**config.mk**
```make
export PLATFORM = sky130hd
export DESIGN_NAME = ahb_reg_slave
export DESIGN_NICKNAME = d
export VERILOG_FILES = /design/src/rtl/ahb_reg_pkg.sv /design/src/rtl/ahbRegCtrl.sv /design/src/rtl/ahbRegData.sv /design/src/rtl/ahb_reg_slave.sv
export SDC_FILE = /design/constraint.sdc
export NUM_CORES = 1
export LEC_CHECK = 0
export BUFFER_PORTS_ARGS = -buffer_cell sky130_fd_sc_hd__buf_2
export CORE_MARGIN = 5
export CORE_UTILIZATION = 49
export DETAILED_ROUTE_END_ITERATION = 8
export GPL_TIMING_DRIVEN = 0
export MAX_ROUTING_LAYER = met4
export PLACE_DENSITY_LB_ADDON = 0.05
export SLEW_MARGIN = 5
export SYNTH_ARGS = -nofsm -noshare
export SYNTH_HDL_FRONTEND = slang
export SYNTH_HIERARCHICAL = 1
export SYNTH_SLANG_ARGS = --single-unit
```
**constraint.sdc**
```tcl
create_clock -name clk -period 6.35 [get_ports clk]
set_clock_uncertainty 0.2 [all_clocks]
set_input_delay 0.3175 -clock clk [delete_from_list [all_inputs] [get_ports clk]]
set_output_delay 0.3175 -clock clk [all_outputs]
set_load 0.01 [all_outputs]
```
**src/rtl/ahb_reg_pkg.sv**
```systemverilog
package ahb_reg_pkg;

  localparam int BUS_W     = 32;
  localparam int BUS_BYTES = BUS_W / 8;
  localparam int IDX_W     = 16;

  typedef enum logic [1:0] {
    TR_IDLE   = 2'b00,
    TR_BUSY   = 2'b01,
    TR_NONSEQ = 2'b10,
    TR_SEQ    = 2'b11
  } transKind_t;

  typedef enum logic [2:0] {
    SZ_BYTE = 3'd0,
    SZ_HALF = 3'd1,
    SZ_WORD = 3'd2
  } sizeKind_t;

  // control -> datapath strobes for the current data phase
  typedef struct packed {
    logic                 wrEn;
    logic [BUS_BYTES-1:0] byteEn;
    logic [IDX_W-1:0]     wordIdx;
  } dpStrobe_t;

endpackage

```
**src/rtl/ahbRegCtrl.sv**
```systemverilog
module ahbRegCtrl
  import ahb_reg_pkg::*;
#(
  parameter int ADDR_W    = 32,
  parameter int NUM_WORDS = 2
) (
  input  logic              clk,
  input  logic              rstN,
  input  logic              hsel,
  input  logic [ADDR_W-1:0] haddr,
  input  logic [1:0]        htrans,
  input  logic              hwrite,
  input  logic [2:0]        hsize,
  input  logic              hready,
  output logic              hreadyout,
  output logic              hresp,
  output dpStrobe_t         strobes
);

  localparam int WINDOW_BYTES = NUM_WORDS * BUS_BYTES;

  typedef enum logic [1:0] {ST_OKAY, ST_ERR1, ST_ERR2} respState_t;

  respState_t respState;
  logic       addrPhase;
  logic       inWindow;
  logic       dpWrite;
  logic [1:0] dpLow;
  logic [2:0] dpSize;
  logic [IDX_W-1:0] dpWord;
  logic [BUS_BYTES-1:0] laneMask;

  assign addrPhase = hsel && hready &&
                     (htrans == TR_NONSEQ || htrans == TR_SEQ);
  assign inWindow  = (haddr < ADDR_W'(WINDOW_BYTES));

  always_ff @(posedge clk) begin
    if (!rstN) begin
      respState <= ST_OKAY;
      dpWrite   <= 1'b0;
      dpLow     <= '0;
      dpSize    <= '0;
      dpWord    <= '0;
    end else begin
      case (respState)
        ST_ERR1: respState <= ST_ERR2;
        default: respState <= (addrPhase && !inWindow) ? ST_ERR1 : ST_OKAY;
      endcase
      dpWrite <= addrPhase && inWindow && hwrite;
      if (addrPhase) begin
        dpLow  <= haddr[1:0];
        dpSize <= hsize;
        dpWord <= IDX_W'(haddr >> 2);
      end
    end
  end

  always_comb begin
    case (dpSize)
      SZ_BYTE: laneMask = 4'b0001 << dpLow;
      SZ_HALF: laneMask = 4'b0011 << {dpLow[1], 1'b0};
      default: laneMask = 4'b1111;
    endcase
  end

  assign hreadyout       = (respState != ST_ERR1);
  assign hresp           = (respState != ST_OKAY);
  assign strobes.wrEn    = dpWrite;
  assign strobes.byteEn  = laneMask;
  assign strobes.wordIdx = dpWord;

  // out-of-window address phase opens the first error cycle
  a_r5_err_entry: assert property (@(posedge clk) disable iff (!rstN)
    (addrPhase && !inWindow) |=> (hresp && !hreadyout));
  // first error cycle is always followed by the second
  a_r5_err_second: assert property (@(posedge clk) disable iff (!rstN)
    (hresp && !hreadyout) |=> (hresp && hreadyout));
  // no write strobe while an error response is in progress
  a_r6_err_no_write: assert property (@(posedge clk) disable iff (!rstN)
    hresp |-> !strobes.wrEn);
  // an OKAY response is never stretched
  a_r7_okay_ready: assert property (@(posedge clk) disable iff (!rstN)
    !hresp |-> hreadyout);

endmodule

```
**src/rtl/ahbRegData.sv**
```systemverilog
module ahbRegData
  import ahb_reg_pkg::*;
#(
  parameter int NUM_WORDS = 2,
  parameter int FIELD_W   = 16
) (
  input  logic                      clk,
  input  logic                      rstN,
  input  dpStrobe_t                 strobes,
  input  logic [BUS_W-1:0]          hwdata,
  input  logic [NUM_WORDS*(BUS_W/FIELD_W)*FIELD_W-1:0] hwFieldData,
  input  logic [NUM_WORDS*(BUS_W/FIELD_W)-1:0]         hwFieldWe,
  output logic [BUS_W-1:0]          hrdata,
  output logic [NUM_WORDS*(BUS_W/FIELD_W)*FIELD_W-1:0] fieldQ
);

  localparam int FPW      = BUS_W / FIELD_W;
  localparam int NF       = NUM_WORDS * FPW;
  localparam int FBYTES   = FIELD_W / 8;

  logic [FIELD_W-1:0] fieldReg [NF];
  logic [NF-1:0]      busTouch;

  for (genvar f = 0; f < NF; f++) begin : g_field
    localparam int WIDX = f / FPW;
    localparam int HOFF = f % FPW;

    logic [FBYTES-1:0]  laneEn;
    logic [FIELD_W-1:0] busNext;
    logic               wordHit;

    assign wordHit     = strobes.wrEn && (strobes.wordIdx == IDX_W'(WIDX));
    assign laneEn      = strobes.byteEn[HOFF*FBYTES +: FBYTES];
    assign busTouch[f] = wordHit && (laneEn != '0);

    always_comb begin
      for (int b = 0; b < FBYTES; b++) begin
        busNext[8*b +: 8] = (wordHit && laneEn[b])
                          ? hwdata[HOFF*FIELD_W + 8*b +: 8]
                          : fieldReg[f][8*b +: 8];
      end
    end

    always_ff @(posedge clk) begin
      if (!rstN)
        fieldReg[f] <= '0;
      else if (hwFieldWe[f])
        fieldReg[f] <= hwFieldData[f*FIELD_W +: FIELD_W];
      else
        fieldReg[f] <= busNext;
    end

    assign fieldQ[f*FIELD_W +: FIELD_W] = fieldReg[f];

    // hardware load wins and lands exactly
    a_r8_hw_load: assert property (@(posedge clk) disable iff (!rstN)
      hwFieldWe[f] |=> (fieldQ[f*FIELD_W +: FIELD_W] ==
                        $past(hwFieldData[f*FIELD_W +: FIELD_W])));
    // untouched field keeps its value
    a_r9_hold: assert property (@(posedge clk) disable iff (!rstN)
      (!hwFieldWe[f] && !busTouch[f]) |=> $stable(fieldQ[f*FIELD_W +: FIELD_W]));
  end

  always_comb begin
    hrdata = '0;
    for (int f = 0; f < NF; f++) begin
      if (strobes.wordIdx == IDX_W'(f / FPW))
        hrdata[(f % FPW)*FIELD_W +: FIELD_W] = fieldReg[f];
    end
  end

  // reset clears every field
  a_r11_reset_clear: assert property (@(posedge clk)
    !rstN |=> (fieldQ == '0));

endmodule

```
**src/rtl/ahb_reg_slave.sv**
```systemverilog
module ahb_reg_slave
  import ahb_reg_pkg::*;
#(
  parameter int ADDR_W   = 32,
  parameter int NUM_REGS = 2,
  parameter int FIELD_W  = 16
) (
  input  logic              clk,
  input  logic              rstN,
  input  logic              hsel,
  input  logic [ADDR_W-1:0] haddr,
  input  logic [1:0]        htrans,
  input  logic              hwrite,
  input  logic [2:0]        hsize,
  input  logic [31:0]       hwdata,
  input  logic              hready,
  output logic              hreadyout,
  output logic              hresp,
  output logic [31:0]       hrdata,
  input  logic [NUM_REGS*(32/FIELD_W)*FIELD_W-1:0] hwFieldData,
  input  logic [NUM_REGS*(32/FIELD_W)-1:0]         hwFieldWe,
  output logic [NUM_REGS*(32/FIELD_W)*FIELD_W-1:0] fieldQ
);

  dpStrobe_t strobes;

  ahbRegCtrl #(.ADDR_W(ADDR_W), .NUM_WORDS(NUM_REGS)) u_ctrl (
    .clk       (clk),
    .rstN      (rstN),
    .hsel      (hsel),
    .haddr     (haddr),
    .htrans    (htrans),
    .hwrite    (hwrite),
    .hsize     (hsize),
    .hready    (hready),
    .hreadyout (hreadyout),
    .hresp     (hresp),
    .strobes   (strobes)
  );

  ahbRegData #(.NUM_WORDS(NUM_REGS), .FIELD_W(FIELD_W)) u_data (
    .clk         (clk),
    .rstN        (rstN),
    .strobes     (strobes),
    .hwdata      (hwdata),
    .hwFieldData (hwFieldData),
    .hwFieldWe   (hwFieldWe),
    .hrdata      (hrdata),
    .fieldQ      (fieldQ)
  );

endmodule

```
* Yosys cells after proc, flatten, opt, wreduce, memory -nomap -nowiden *
Memory sizes are Yosys's and may differ from the RTL's.
Index checks and enable logic that the tools add are counted.
W data, S select, Z words.

operators by class
  order comparisons = 1
  equal/unequal tests = 6
  shifts and indexed selects = 2
  mux-type cells = 48
  bitwise gates (word level) = 9
  reduce and logical (&&, ||, !) cells = 21

operators with widths
  operator               count
  $mux W16               12
  $mux W8                8
  $lt A32 B4 Y1 const B  1
  $mux W1                26
  $eq A16 B1 Y1 const B  1
  $logic_not A16 Y1      1
  $logic_and A1 B1 Y1    15
  $or A1 B1 Y1           8
  $pmux W4 S2            1
  $eq A2 B2 Y1 const B   2
  $shl A1 B2 Y4 const A  1
  $shl A2 B2 Y4 const A  1
  $eq A3 B1 Y1 const B   1
  $logic_not A3 Y1       1
  $eq A2 B1 Y1 const B   1
  $mux W2                1
  $ne A2 B1 Y1 const B   1
  $reduce_bool A2 Y1     1
  $reduce_or A2 Y1       1
  $logic_not A1 Y1       1
  $logic_or A1 B1 Y1     1
  $not A1 Y1             1

word-level totals
  flip-flop bits (word level) = 24
  RAM bits = 64
  bits of input ports = 142
  output and inout port bits = 98
  word-level logic and storage cells = 94
  memories = 1

memory list
  memory           depth  width  rd ports  clocked after Yosys merged registers in  wr ports  line              RTL
  u_data.fieldReg  4      16     4         0                                        4         ahbRegData.sv:21  logic [FIELD_W-1:0] fieldReg [NF];

* Logic depth before layout (Yosys ltp) *
  depth after elaboration = 6
  depth in mapped cells = 5

* Cells and area by module *
Netlist, hierarchy kept.

by module, submodules not included
  module      times used  cells each  area an instance (um^2)  sequential area each (um^2)
  ahbRegData  1           306         3672.3                   1921.8
  ahbRegCtrl  1           122         954.7                    480.5

* Worst setup path before layout *
Ideal clock, no wire load.

  path kind = flip-flop to flip-flop
  from = register u_ctrl/dpWord[14] (netlist name)
  to = memory u_data.fieldReg[0][0] (enable)
  library setup time = 375 ps
  arrival = 1428 ps
  path slack = 4347 ps
  stages on the path, launching flop included = 5
  clock period less this slack = 2003 ps
  cell sequence = dfxtp_1 > nor4_1 > nand4_1 > buf_2 > o31ai_2

RTL lines
  item           line
  end, declared  ahbRegData.sv:21

==> metrics.yaml <==
outcome: "completed"
reg2reg_depth: 4
rrSetupSlack_ns: 3.68
wl_per_cell_um: 16.9
ys_warn_count: 6
first_iter_violations: 149
firstDrtPassIters: 4
synthMuxAreaShare: 0.208
wl_um: 13700
mostFrequentLayoutCells: "buf_2, mux2i_1, nor2b_1, edfxtp_1, nand2_1"
leakage_nw: 2.85
critPathSlowestCell: "o31ai_2"
path_max_fanout: 10
required_ns: 6.11
fin_nets: 819
clockBufferDepth: 2
hold_viol_final: 0
slowest_delay_ns: 0.75
die_h_um: 107
start_util: 0.501
std_cell_rows: 35
path_class: "register to register"
syn_inst: 428
hold_class: "primary input to register"
period_share: 0.421
place_congestion: 0.773
p_per_area_nw_per_um2: 217
antenna_found_initial: 0
slew_headroom: 0.425
clkLatencyLatePin_ns: 0.34
yosysTopAreaCell: "edfxtp_1"
synth_top_area_frac: 0.415
fmax_ghz: 0.374
avgViaCountPerCell: 5.04
port_buffers: 234
area_growth_pct: 33.6
grt_max_degree: 15
crit_chain: "nor4_1 > nand4_1 > buf_2 > o31ai_2"
clock-sinks: 88
maxCapViolCount: 0
final_common_cell: "buf_2"
fin_setup_tns_ns: 0
ant_nets: 0
rr_startpoint: "u_ctrl/dpWord[6]"
hold_path_startpoint: "haddr[13]"
grt_usage: 0.238
post-route-drc-count: 0
rsz0062_at_grt: "false"
drive_gt1_frac: 0.403
synth_fa_ha_area_frac: 0
peakVddDrop_uv: 108
grt_pass1_vias: 4211
die_x_um: 107
cts.clk_slew.worst_paths_ns: 0.09
reg2reg_to: "u_data/fieldReg[1][3]"
setup_viol_count_final: 0
synthTopCellsByArea: "edfxtp_1, mux2i_1, dfxtp_1, nor2b_1, nand2_1"
min_to: "u_ctrl/dpWord[11]"
holdPathStages: 3
ios: 240
num_antenna_cells: 0
tightestPinTransition_ns: 0.857
root_buffer: "clkbuf_8"
setup_slack_ns: 3.68
htree_levels: 3
postCtsSetupBuffers: 0
cts_tree: "yes"
synth_top_family_by_area: "multiplexers"
seq_area_frac_synth: 0.519
synth_xor_area_frac: 0
syn_area_per_cell_um2: 10.8
synth-simple-area-share: 0.194
syn-num-nets: 570
syn_area_um2: 4630
dp_slack_ns: 3.73
cp-start-kind: "register"
ys_seq_elements: 88
synthDistinctLibCells: 24
dieArea_um2: 11500
hpwl_um: 11000
cp.arrival_ns: 2.43
period_needed_ns: 2.67
vias: 4091
grt-ovfl-total: 0
synth_compound_area_frac: 0.0446
drv_slew: 0
cts_buffers: 9
grt_pass1_wl_um: 20800
end_kind: "register"
coreArea_um2: 9240
cts_resized: 0
routing by layer:
layer | share of wire | GRT usage | vias to the layer above
met5 | 0 | - | -
met4 | 0.013 | 0.0685 | 0
met3 | 0.078 | 0.0391 | 17
met2 | 0.52 | 0.420 | 177
met1 | 0.39 | 0.282 | 1904
li1 | - | - | 1993
layout make-up:
| type | instances | area [µm²] |
|---|---|---|
| Inverter | 2 | 7.51 |
| Tap cell | 129 | 161 |
| Multi-Input combinational cell | 305 | 2060 |
| Buffer | 33 | 153 |
| Fill cell | 785 | 3060 |
| Timing Repair Buffer | 238 | 1210 |
| Sequential cell | 88 | 2400 |
| Clock buffer | 11 | 151 |
| Clock inverter | 5 | 30.0 |
kinds of logic (layout without fill, tap and decap cells):
group	Yosys count	count (layout)
compound gates	34	34
simple gates	175	175
mux	96	96
buf+inv	35	289
flops	88	88
critical path, delay by kind of cell, from the launching register on:
family	cells	cell delay [ns]
buffers and inverters	1	0.29
DFF	1	0.32
and+or+nand+nor	2	0.73
AOI/OAI and AO/OA	1	0.75
state kept, by name (all words and copies together) (netlist names):
signal and cells:
u_ctrl/dpLow 2, u_ctrl/dpSize 3, u_ctrl/dpWord 16, u_ctrl/dpWrite 1, u_ctrl/respState 2, u_data/fieldReg 64
synthesized netlist by cell type:
cell,count
mux2i_1,96
nor2_1,36
nand2b_1,1
nor3_1,3
inv_1,2
nand4_1,3
o31ai_2,4
nand3_1,6
nor4_1,6
o21ai_0,4
nand2_1,46
o2111a_1,1
clkbuf_1,15
o21ai_1,4
nor4_2,3
and3_1,1
dfxtp_1,24
buf_4,3
edfxtp_1,64
nor2b_1,69
buf_2,14
or2_2,1
a21oi_1,21
buf_1,1
what timing repair did:
action	CTS	global route
endpoints found under the setup margin	0	0
hold endpoints to repair	4	0
hold buffers	4	0
through the flow:
| step | hold slack, ns | power (mW) | util | cell area, µm² | cells |
|---|---|---|---|---|---|
| after CTS | 0.000417 | 1.35 | 0.669 | 6180 | 811 |
| after floorplan | 0.235 | 0.848 | - | 4630 | 428 |
| after global routing | 0.0149 | 1.41 | 0.669 | 6180 | 811 |
| after global placement | 0.243 | 0.992 | 0.645 | 5960 | 791 |
| final | 0.0217 | 1.34 | 0.669 | 6180 | 811 |
| after detailed placement | 0.248 | 1.00 | 0.645 | 5960 | 791 |
where the power goes:
group	switching (mW)	total (mW)	internal [mW]
clock network	0.191	0.354	0.163
registers	0.0229	0.687	0.664
logic	0.171	0.301	0.130
total	0.385	1.34	0.957
worst max-delay path by stage:
stage                      start               endpoint  slack [ns]  cells after the start
2_1_floorplan  u_ctrl/dpWord[14]  u_data/fieldReg[0][0]        4.35                      4
3_3_place_gp    u_ctrl/dpWord[6]  u_data/fieldReg[1][0]        3.77                      4
3_5_place_dp    u_ctrl/dpWord[6]  u_data/fieldReg[1][0]        3.73                      4
4_1_cts         u_ctrl/dpWord[6]              hrdata[7]        3.70                      5
5_1_grt         u_ctrl/dpWord[3]  u_data/fieldReg[1][3]        3.56                      4
6_report        u_ctrl/dpWord[6]  u_data/fieldReg[1][3]        3.68                      4
Power figures use the tool's default switching activity.
